[src/rtl/sysconv_pkg.sv]
package sysconv_pkg;
  // accumulator width: exact sum of K signed products
  function automatic int acc_bits(int dw, int ww, int k);
    return dw + ww + $clog2(k);
  endfunction

  // phase of the slot toggle on which weights are launched; it makes
  // samples and weights coincide in every cell for either parity of K
  function automatic int wt_phase(int k);
    return k % 2;
  endfunction
endpackage

[src/rtl/sysconv_wseq.sv]
module sysconv_wseq #(
  parameter int K  = 4,
  parameter int WW = 8,
  parameter int IW = 2
) (
  input  logic                 clk,
  input  logic                 rst,
  input  logic                 issue,
  input  logic                 wr_en,
  input  logic [IW-1:0]        wr_idx,
  input  logic signed [WW-1:0] wr_data,
  output logic                 w_vld,
  output logic                 w_tag,
  output logic signed [WW-1:0] w_data
);
  localparam logic [IW-1:0] LAST = IW'(K - 1);

  // small register file, no reset so it maps onto distributed RAM
  logic signed [WW-1:0] wmem [K];
  logic [IW-1:0]        idx;

  always_ff @(posedge clk) begin
    if (wr_en && (int'(wr_idx) < K)) wmem[wr_idx] <= wr_data;
  end

  always_ff @(posedge clk) begin
    if (rst)        idx <= '0;
    else if (issue) idx <= (idx == LAST) ? '0 : idx + 1'b1;
  end

  assign w_vld  = issue;
  assign w_tag  = issue && (idx == '0);
  assign w_data = wmem[idx];
endmodule

[src/rtl/sysconv_cell.sv]
module sysconv_cell #(
  parameter int K  = 4,
  parameter int DW = 8,
  parameter int WW = 8,
  parameter int AW = 18
) (
  input  logic                 clk,
  input  logic                 rst,
  input  logic                 x_vld_i,
  input  logic signed [DW-1:0] x_i,
  input  logic                 w_vld_i,
  input  logic                 w_tag_i,
  input  logic signed [WW-1:0] w_i,
  input  logic                 y_vld_i,
  input  logic signed [AW-1:0] y_i,
  output logic                 x_vld_o,
  output logic signed [DW-1:0] x_o,
  output logic                 w_vld_o,
  output logic                 w_tag_o,
  output logic signed [WW-1:0] w_o,
  output logic                 y_vld_o,
  output logic signed [AW-1:0] y_o
);
  localparam int PW = DW + WW;
  localparam int TW = $clog2(K + 2) + 1;

  logic signed [AW-1:0] acc;
  logic                 primed;
  logic                 meet, dump;
  logic signed [PW-1:0] prod;

  assign meet = x_vld_o && w_vld_o;
  assign dump = w_vld_o && w_tag_o;
  assign prod = PW'(x_o) * PW'(w_o);

  always_ff @(posedge clk) begin
    if (rst) begin
      x_vld_o <= 1'b0;  x_o <= '0;
      w_vld_o <= 1'b0;  w_tag_o <= 1'b0;  w_o <= '0;
      y_vld_o <= 1'b0;  y_o <= '0;
      acc     <= '0;    primed <= 1'b0;
    end else begin
      // sample stream moves right, weight stream moves left
      x_vld_o <= x_vld_i;
      x_o     <= x_i;
      w_vld_o <= w_vld_i;
      w_tag_o <= w_tag_i;
      w_o     <= w_i;
      if (dump) begin
        // tagged w1: hand the finished sum to the output chain, restart
        y_vld_o <= primed;
        y_o     <= acc;
        primed  <= 1'b1;
        acc     <= meet ? AW'(prod) : '0;
      end else begin
        y_vld_o <= y_vld_i;
        y_o     <= y_i;
        if (meet) acc <= acc + AW'(prod);
      end
    end
  end

  // products collected since the last tag (checking aid only)
  logic [TW-1:0] terms;
  always_ff @(posedge clk) begin
    if (rst)       terms <= '0;
    else if (dump) terms <= meet ? TW'(1) : '0;
    else if (meet) terms <= terms + 1'b1;
  end

  assert_cell_terms_R8: assert property (@(posedge clk) disable iff (rst)
    terms <= TW'(K))
    else $error("cell collected more than K products");

  assert_no_collision_R4: assert property (@(posedge clk) disable iff (rst)
    dump |-> !y_vld_i)
    else $error("emitted sum met an occupied output stage");

  assert_x_gap_R1: assert property (@(posedge clk) disable iff (rst)
    x_vld_o |=> !x_vld_o)
    else $error("samples closer than two cycles");

  assert_w_gap_R8: assert property (@(posedge clk) disable iff (rst)
    w_vld_o |=> !w_vld_o)
    else $error("weights closer than two cycles");
endmodule

[src/rtl/systolic_conv.sv]
module systolic_conv #(
  parameter  int K  = 4,
  parameter  int DW = 8,
  parameter  int WW = 8,
  localparam int IW = $clog2(K),
  localparam int AW = sysconv_pkg::acc_bits(DW, WW, K)
) (
  input  logic                 clk,
  input  logic                 rst,
  input  logic                 wt_we,
  input  logic [IW-1:0]        wt_sel,
  input  logic signed [WW-1:0] wt_val,
  input  logic                 smp_valid,
  input  logic signed [DW-1:0] smp_data,
  output logic                 smp_slot,
  output logic                 res_valid,
  output logic signed [AW-1:0] res_data
);
  localparam logic WPH = 1'(sysconv_pkg::wt_phase(K));

  logic ph;
  always_ff @(posedge clk) begin
    if (rst) ph <= 1'b0;
    else     ph <= ~ph;
  end
  assign smp_slot = ph;

  // stage arrays: sample/result index j feeds cell j; weight index j+1 feeds cell j
  logic                 xv [K+1];
  logic signed [DW-1:0] xd [K+1];
  logic                 wv [K+1];
  logic                 wt [K+1];
  logic signed [WW-1:0] wd [K+1];
  logic                 yv [K+1];
  logic signed [AW-1:0] yd [K+1];

  assign xv[0] = smp_valid && ph;
  assign xd[0] = smp_data;
  assign yv[0] = 1'b0;
  assign yd[0] = '0;

  sysconv_wseq #(.K(K), .WW(WW), .IW(IW)) u_wseq (
    .clk(clk), .rst(rst), .issue(ph == WPH),
    .wr_en(wt_we), .wr_idx(wt_sel), .wr_data(wt_val),
    .w_vld(wv[K]), .w_tag(wt[K]), .w_data(wd[K])
  );

  for (genvar j = 0; j < K; j++) begin : g_cell
    sysconv_cell #(.K(K), .DW(DW), .WW(WW), .AW(AW)) u_cell (
      .clk(clk), .rst(rst),
      .x_vld_i(xv[j]),   .x_i(xd[j]),
      .w_vld_i(wv[j+1]), .w_tag_i(wt[j+1]), .w_i(wd[j+1]),
      .y_vld_i(yv[j]),   .y_i(yd[j]),
      .x_vld_o(xv[j+1]), .x_o(xd[j+1]),
      .w_vld_o(wv[j]),   .w_tag_o(wt[j]),   .w_o(wd[j]),
      .y_vld_o(yv[j+1]), .y_o(yd[j+1])
    );
  end

  assign res_valid = yv[K];
  assign res_data  = yd[K];

  logic unused_ends;
  assign unused_ends = ^{xv[K], xd[K], wv[0], wt[0], wd[0]};

  assert_res_cadence_R4: assert property (@(posedge clk) disable iff (rst)
    res_valid |=> !res_valid)
    else $error("results on consecutive cycles");
endmodule

[config.mk]
export PLATFORM = sky130hd
export DESIGN_NAME = systolic_conv
export DESIGN_NICKNAME = d
export VERILOG_FILES = /design/src/rtl/sysconv_pkg.sv /design/src/rtl/sysconv_wseq.sv /design/src/rtl/sysconv_cell.sv /design/src/rtl/systolic_conv.sv
export SDC_FILE = /design/constraint.sdc
export NUM_CORES = 1
export LEC_CHECK = 0
export ABC_AREA = 1
export BUFFER_PORTS_ARGS = -buffer_cell sky130_fd_sc_hd__buf_4
export CORE_MARGIN = 2
export CORE_UTILIZATION = 25
export CTS_CLUSTER_DIAMETER = 200
export DETAILED_ROUTE_END_ITERATION = 16
export PLACE_DENSITY = 0.43
export SYNTH_ARGS = -nofsm -noshare
export SYNTH_HDL_FRONTEND = slang
export SYNTH_SLANG_ARGS = --single-unit
[constraint.sdc]
create_clock -name clk -period 5.25 [get_ports clk]
set_input_delay 0.7875 -clock clk [delete_from_list [all_inputs] [get_ports clk]]
set_output_delay 0.7875 -clock clk [all_outputs]
set_load 0.02 [all_outputs]
# Yosys cells after proc, flatten, opt, wreduce, memory -nomap -nowiden
# Memories as Yosys holds them, arrays and structs flattened. A register that Yosys moved wholly into a read port is not among the register bits.
# Cells that the tools add are included.
[op_classes]
n_mux = 21
reduce_logical = 16
addsub = 5
eq_ne = 1
n_bitwise = 2
mul = 4
[op_table]
columns = ["cell", "count"]
rows = [
  ["$mux 18", 15],
  ["$add 18x16->18", 4],
  ["$mul 8x8->16", 4],
  ["$logic_and 1x1->1", 10],
  ["$reduce_bool 2->1", 4],
  ["$mux 1", 5],
  ["$add 2x1->2 const B", 1],
  ["$eq 2x2->1 const B", 1],
  ["$logic_not 2->1", 1],
  ["$mux 2", 1],
  ["$not 1->1", 2],
  ["$reduce_or 2->1", 1],
]
[word_totals]
out_inout_bits = 20
ram_bits = 32
regBits = 222
in_bits = 22
n_memories = 1
[mem_list]
columns = ["memory", "depth", "word_bits", "read_ports", "rd_ports_with_merged_regs", "write_ports", "line", "text"]
rows = [
  ["u_wseq.wmem", 4, 8, 1, 1, 1, "sysconv_wseq.sv:19", "logic signed [WW-1:0] wmem [K];"],
]

# Longest topological paths before layout
[logic_depth]
word_depth = 4
depth_mapped = 34
mapped_depth_nobuf = 33

# By module
# Synthesis repeated with hierarchy kept, for this count alone.
[unflattened]
hier_cells = 3446
hier_area_um2 = 24828.8
[by_module_without_submodules]
columns = ["mod", "seq_area_each_um2", "area_each_um2", "instances", "cells_each"]
rows = [
  ["sysconv_cell at g_cell[0].u_cell", 1141.1, 5863.1, 1, 837],
  ["sysconv_cell at g_cell[2].u_cell", 1141.1, 5801.8, 1, 830],
  ["sysconv_cell at g_cell[3].u_cell", 1141.1, 5749.3, 1, 812],
  ["sysconv_cell at g_cell[1].u_cell", 1141.1, 5720.5, 1, 807],
  ["sysconv_wseq", 1041.0, 1655.3, 1, 154],
  ["systolic_conv", 20.0, 38.8, 1, 6],
]

# Least setup slack after synthesis
# No wires, ideal clock.
[synth_path]
path_type = "reg-to-reg"
start = "register g_cell[3].u_cell.w_o[2], read port of u_wseq.wmem"
end = "register g_cell[3].u_cell.acc[17]"
n_path_buf = 1
arrival_ns = 4.959
setup_time_ns = 0.119
path_stages_with_launch = 25
slack_ns = 0.172
cell_sequence = "dfxtp_1 -> clkbuf_1 -> nand2_1 -> fa_1 -> inv_1 -> fa_1 -> inv_1 -> fa_1 -> inv_1 -> fa_1 -> ha_1 -> inv_1 -> o21ai_0 -> a31oi_1 -> nand3_1 -> xor2_1 -> ha_1 -> nand2_1 -> nor2_1 -> nand2_1 -> nor3_1 -> nand3b_1 -> nand3_1 -> nand3_1 -> a21oi_1"
[synth_via]
elab_chain_len = 4
[synth_lines]
columns = ["element", "line", "text"]
rows = [
  ["from (decl)", "sysconv_cell.sv:20", "output logic signed [WW-1:0] w_o,"],
  ["$mul 8x8->16 (*)", "sysconv_cell.sv:34", "assign prod = PW'(x_o) * PW'(w_o);"],
  ["$add 18x16->18", "sysconv_cell.sv:58", "if (meet) acc <= acc + AW'(prod);"],
  ["$mux 18", "sysconv_cell.sv:58", ""],
  ["$mux 18 (*)", "sysconv_cell.sv:49", "if (dump) begin"],
  ["to (signal assigned)", "sysconv_cell.sv:54", "acc <= meet ? AW'(prod) : '0;"],
  ["to (signal assigned)", "sysconv_cell.sv:58", ""],
  ["to (decl)", "sysconv_cell.sv:27", "logic signed [AW-1:0] acc;"],
]
# Mark *: on every way between the ends. The rest lies on a longest branch, timed or not. The select of a mux whose other input is x is not followed.
# A chain may end at the register's enable or synchronous reset.

# Worst setup path in the final report
[layout_path]
start = "register g_cell[3].u_cell.w_o[7], read port of u_wseq.wmem"
end = "register g_cell[3].u_cell.acc[14]"
# Same word-level chain as after synthesis.

==> results.md <==
- GP Congestion: ~0.84
- DRT Pass-1 Iters: 5
- Synth area leader: dfxtp_1
- Syn Std Cell Area: ~0.024 sq mm
- Clock sink total: 262
- Final non-filler cell area: between 0.03 and 0.04 sq mm
- RSZ-0062 raised after global routing: true
- Vias in the first global route: 20668
- Async SR Flop Fraction: 0%
- Gr ovfl total: 0
- Per-cell routed wire length: around 15 um
- Unique masters post-synth: between 50 and 60
- Worst Skew: a little under 0.03 ns
- DRT iter0 DRCs: 924
- Pin count of the biggest net entering global routing: 61
- Critical path buffers and inverters: 7
- Initial cell density of the core: between 20% and 30%
- Fin Hold WS: between 0.4 and 0.5 ns
- Clk slew on worst S/H paths: ~0.050 ns
- DRC viols: 0
- Cell Rows: between 100 and 150
- WP data required: 5.66 ns
- Largest stage delay, worst path: ~0.53 ns
- Crit path DAT: between 5 and 6 ns
- Top FF cell, synth: dfxtp_1
- Dpl hpwl: 56700 um
- Total die area: ~0.097 sq mm
- Hold Crit Class: reg -> reg
- Hold Violations, Final: 0
- Peak supply drop: between 0.15 and 0.2 mV
- First-pass GRT wire length: roughly 110000 um
- DRT Wirelength: roughly 71000 um
- Clk root buf: clkbuf_16
- Routed vias: around 20000
- Buffers on Ports: a little over 40
- H-Tree Depth: 2
- ANT nets after route: 0
- Max-slew violations: 0
- Area Growth Syn to Fin: 31.9%
- Sequential share of the synthesized area: between 20% and 30%
- Tot Pwr: around 6 mW
- Die W: between 300 and 400 um
- Clock buffer depth: 3
- Final Critical Period: about 5.1 ns
- Pwr dens: approximately 190 mW/mm^2
- Core box area: 0.0946 sq mm
- Worst-Skew Late Latency: between 0.5 and 0.6 ns
- Startpoint types: flip-flop
- CTS Buf Count: 35
- Top Ports: 42
- Share of cells above drive strength 1: around a quarter
- Final setup violation count: 0
- Initial antenna violation count: 3
- Syn avg cell area: approximately 7.3 sq um
- Nets@finish: roughly 4000
- MaxCap Viol Count: 0
- Post-Synthesis Net Count: ~3700
- Height of the die: between 300 and 400 um
- CTS tree: done
- Slew @ Worst Pin: about 0.86 ns
- Crit Path Max Fanout: 6
- CP top delay family: adder cells
- WS Path Type: reg -> reg
- Yosys warns: 0
- Post-synth top area share: between 15 and 20%
- Run status: completed
- Critical Path Slowest Stage Cell: fa_1
- CP endpoint kind: flip-flop
- Slew headroom: between 40% and 50%
- Cells after synthesis: between 3000 and 4000
- Synthesized flop and latch total: 262
- Vias per cell: 4.23
- Post-Place Cell Area: about 0.027 sq mm
- Final worst-path cycle share: a little over nine tenths
- Gr usage total: between 10% and 20%
- Post-synth EDFFs: 32
- Fmax: approximately 0.2 GHz
- Area contributors post-synth: dfxtp_1 (19%), fa_1 (19%), inv_1 (11%)
- Pleak: about 16 nW
==> power breakdown <==
group / total, mW / internal (mW) / switching (mW)
clock network: 2.56 / 1.61 / 0.946
registers: 2.15 / 2.08 / 0.0636
logic: 1.33 / 0.593 / 0.735
==> layout by cell type (no fill, tap or decap), types with 10 or more instances in the layout <==
cell type | synthesis | routed
buf_6 | 0 | 15
nand2_1 | 608 | 534
nand4_1 | 12 | 12
nand3b_1 | 10 | 10
nor2_1 | 386 | 340
ha_1 | 186 | 116
xor2_1 | 59 | 48
a21o_1 | 17 | 17
a21oi_2 | 7 | 45
a21oi_1 | 190 | 135
o21ai_1 | 23 | 27
nor2_2 | 11 | 35
inv_2 | 12 | 68
clkbuf_16 | 0 | 36
o21bai_1 | 14 | 14
ha_4 | 0 | 66
xor2_2 | 1 | 12
o21ai_2 | 6 | 21
edfxtp_1 | 32 | 32
nand2_4 | 0 | 22
inv_1 | 711 | 654
dfxtp_2 | 0 | 25
o21ai_0 | 168 | 147
nand3_1 | 135 | 111
nand2_2 | 9 | 61
dfxtp_4 | 0 | 21
a21oi_4 | 0 | 17
fa_1 | 224 | 220
xnor2_1 | 27 | 23
buf_4 | 1 | 353
dfxtp_1 | 230 | 184
nor2_4 | 0 | 22
nand3_2 | 4 | 27
==> worst register-to-register path, delay by kind of cell (launching register included) <==
kind,cells,cell delay (ns)
buf+inv,7,0.41
fa+ha+maj,6,2.56
simple gates,10,1.18
flops,1,0.33
compound gates,5,0.53
==> path summary, 6_finish.rpt <==
check	from	end	cells past startpoint	slack, ns
worst min register to register	g_cell[1].u_cell.x_vld_o$_SDFF_PP0_	g_cell[2].u_cell.x_vld_o$_SDFF_PP0_	2	0.42
worst max register to register	g_cell[3].u_cell.w_o[7]$_SDFF_PP0_	g_cell[3].u_cell.acc[14]$_SDFFE_PP0P_	28	0.10
worst max-delay path	g_cell[3].u_cell.w_o[7]$_SDFF_PP0_	g_cell[3].u_cell.acc[14]$_SDFFE_PP0P_	28	0.10
worst min-delay path	g_cell[1].u_cell.x_vld_o$_SDFF_PP0_	g_cell[2].u_cell.x_vld_o$_SDFF_PP0_	2	0.42
==> area by class of cell <==
cell class | count | area, sq um
Multi-Input combinational cell | 2158 | 17200
Fill cell | 10087 | 63300
Inverter | 726 | 2730
Clock buffer | 45 | 975
Sequential cell | 262 | 5680
Tap cell | 1265 | 1580
Clock inverter | 16 | 255
Antenna cell | 1 | 2.50
Timing Repair Buffer | 372 | 2900
==> metal layers <==
layer	share of wire [%]	vias up	GRT usage [%]
li1	-	10529	-
met1	50	9649	20.5
met2	46	227	23.8
met3	2.4	66	1.57
met4	1.9	0	3.20
met5	0	-	0
==> registers in the layout (all words and copies together), names as in the netlist <==
| name | flops |
|---|---|
| g_cell.u_cell.y_o | 72 |
| g_cell.u_cell.primed | 4 |
| g_cell.u_cell.w_vld_o | 4 |
| u_wseq.idx | 2 |
| g_cell.u_cell.acc | 72 |
| g_cell.u_cell.w_tag_o | 4 |
| g_cell.u_cell.w_o | 32 |
| u_wseq.wmem | 32 |
| g_cell.u_cell.y_vld_o | 4 |
| g_cell.u_cell.x_o | 32 |
| g_cell.u_cell.x_vld_o | 4 |
==> stage by stage <==
step | instances | util [%] | TNS (ns) | setup slack, ns
4_1_cts | 4810 | 30.8 | -0.00469 | -0.00469
5_1_grt | 4844 | 33.1 | -2.27 | -0.160
2_1_floorplan | 3262 | - | 0 | 0.172
3_5_place_dp | 4743 | 29.0 | -4.90 | -0.323
3_3_place_gp | 4743 | 29.0 | -4.89 | -0.296
6_report | 4845 | 33.1 | 0 | 0.100
==> cell families after synthesis <==
kind of cell,synth area share (%)
simple gates,20.7
fa+ha+maj,28.7
buf+inv,13.4
flops,23.4
xor+xnor,3.24
compound gates,10.5
==> Yosys cell counts, types with 2 or more instances <==
cell type,number
a31o_2,2
nand3b_1,10
nand3_2,4
or2_0,3
o211ai_1,4
buf_2,11
o21a_1,2
clkbuf_1,96
ha_1,186
clkinv_1,3
a21boi_2,4
fa_1,224
inv_1,711
o21ai_2,6
or2_1,3
a21oi_1,190
xor2_1,59
inv_2,12
nand2_2,9
nand3_1,135
xnor2_1,27
o21bai_1,14
o21ai_0,168
a21oi_2,7
nor2_1,386
o221ai_1,2
nand2_1,608
nor4_1,2
buf_1,8
nor2_2,11
nor3_1,14
nor3_2,3
o31ai_1,5
o21ai_1,23
a31oi_1,4
dfxtp_1,230
edfxtp_1,32
a21o_1,17
nand4_1,12
or2_2,4
==> timing repair <==
action                                  4_1_cts  5_1_grt
endpoints found under the setup margin       29       36
hold buffers                                  0        0
setup buffers                                 6       34
gates resized for setup                      99      470
pin swaps                                    17      174
No activity file was read; power rests on OpenSTA's default activity.
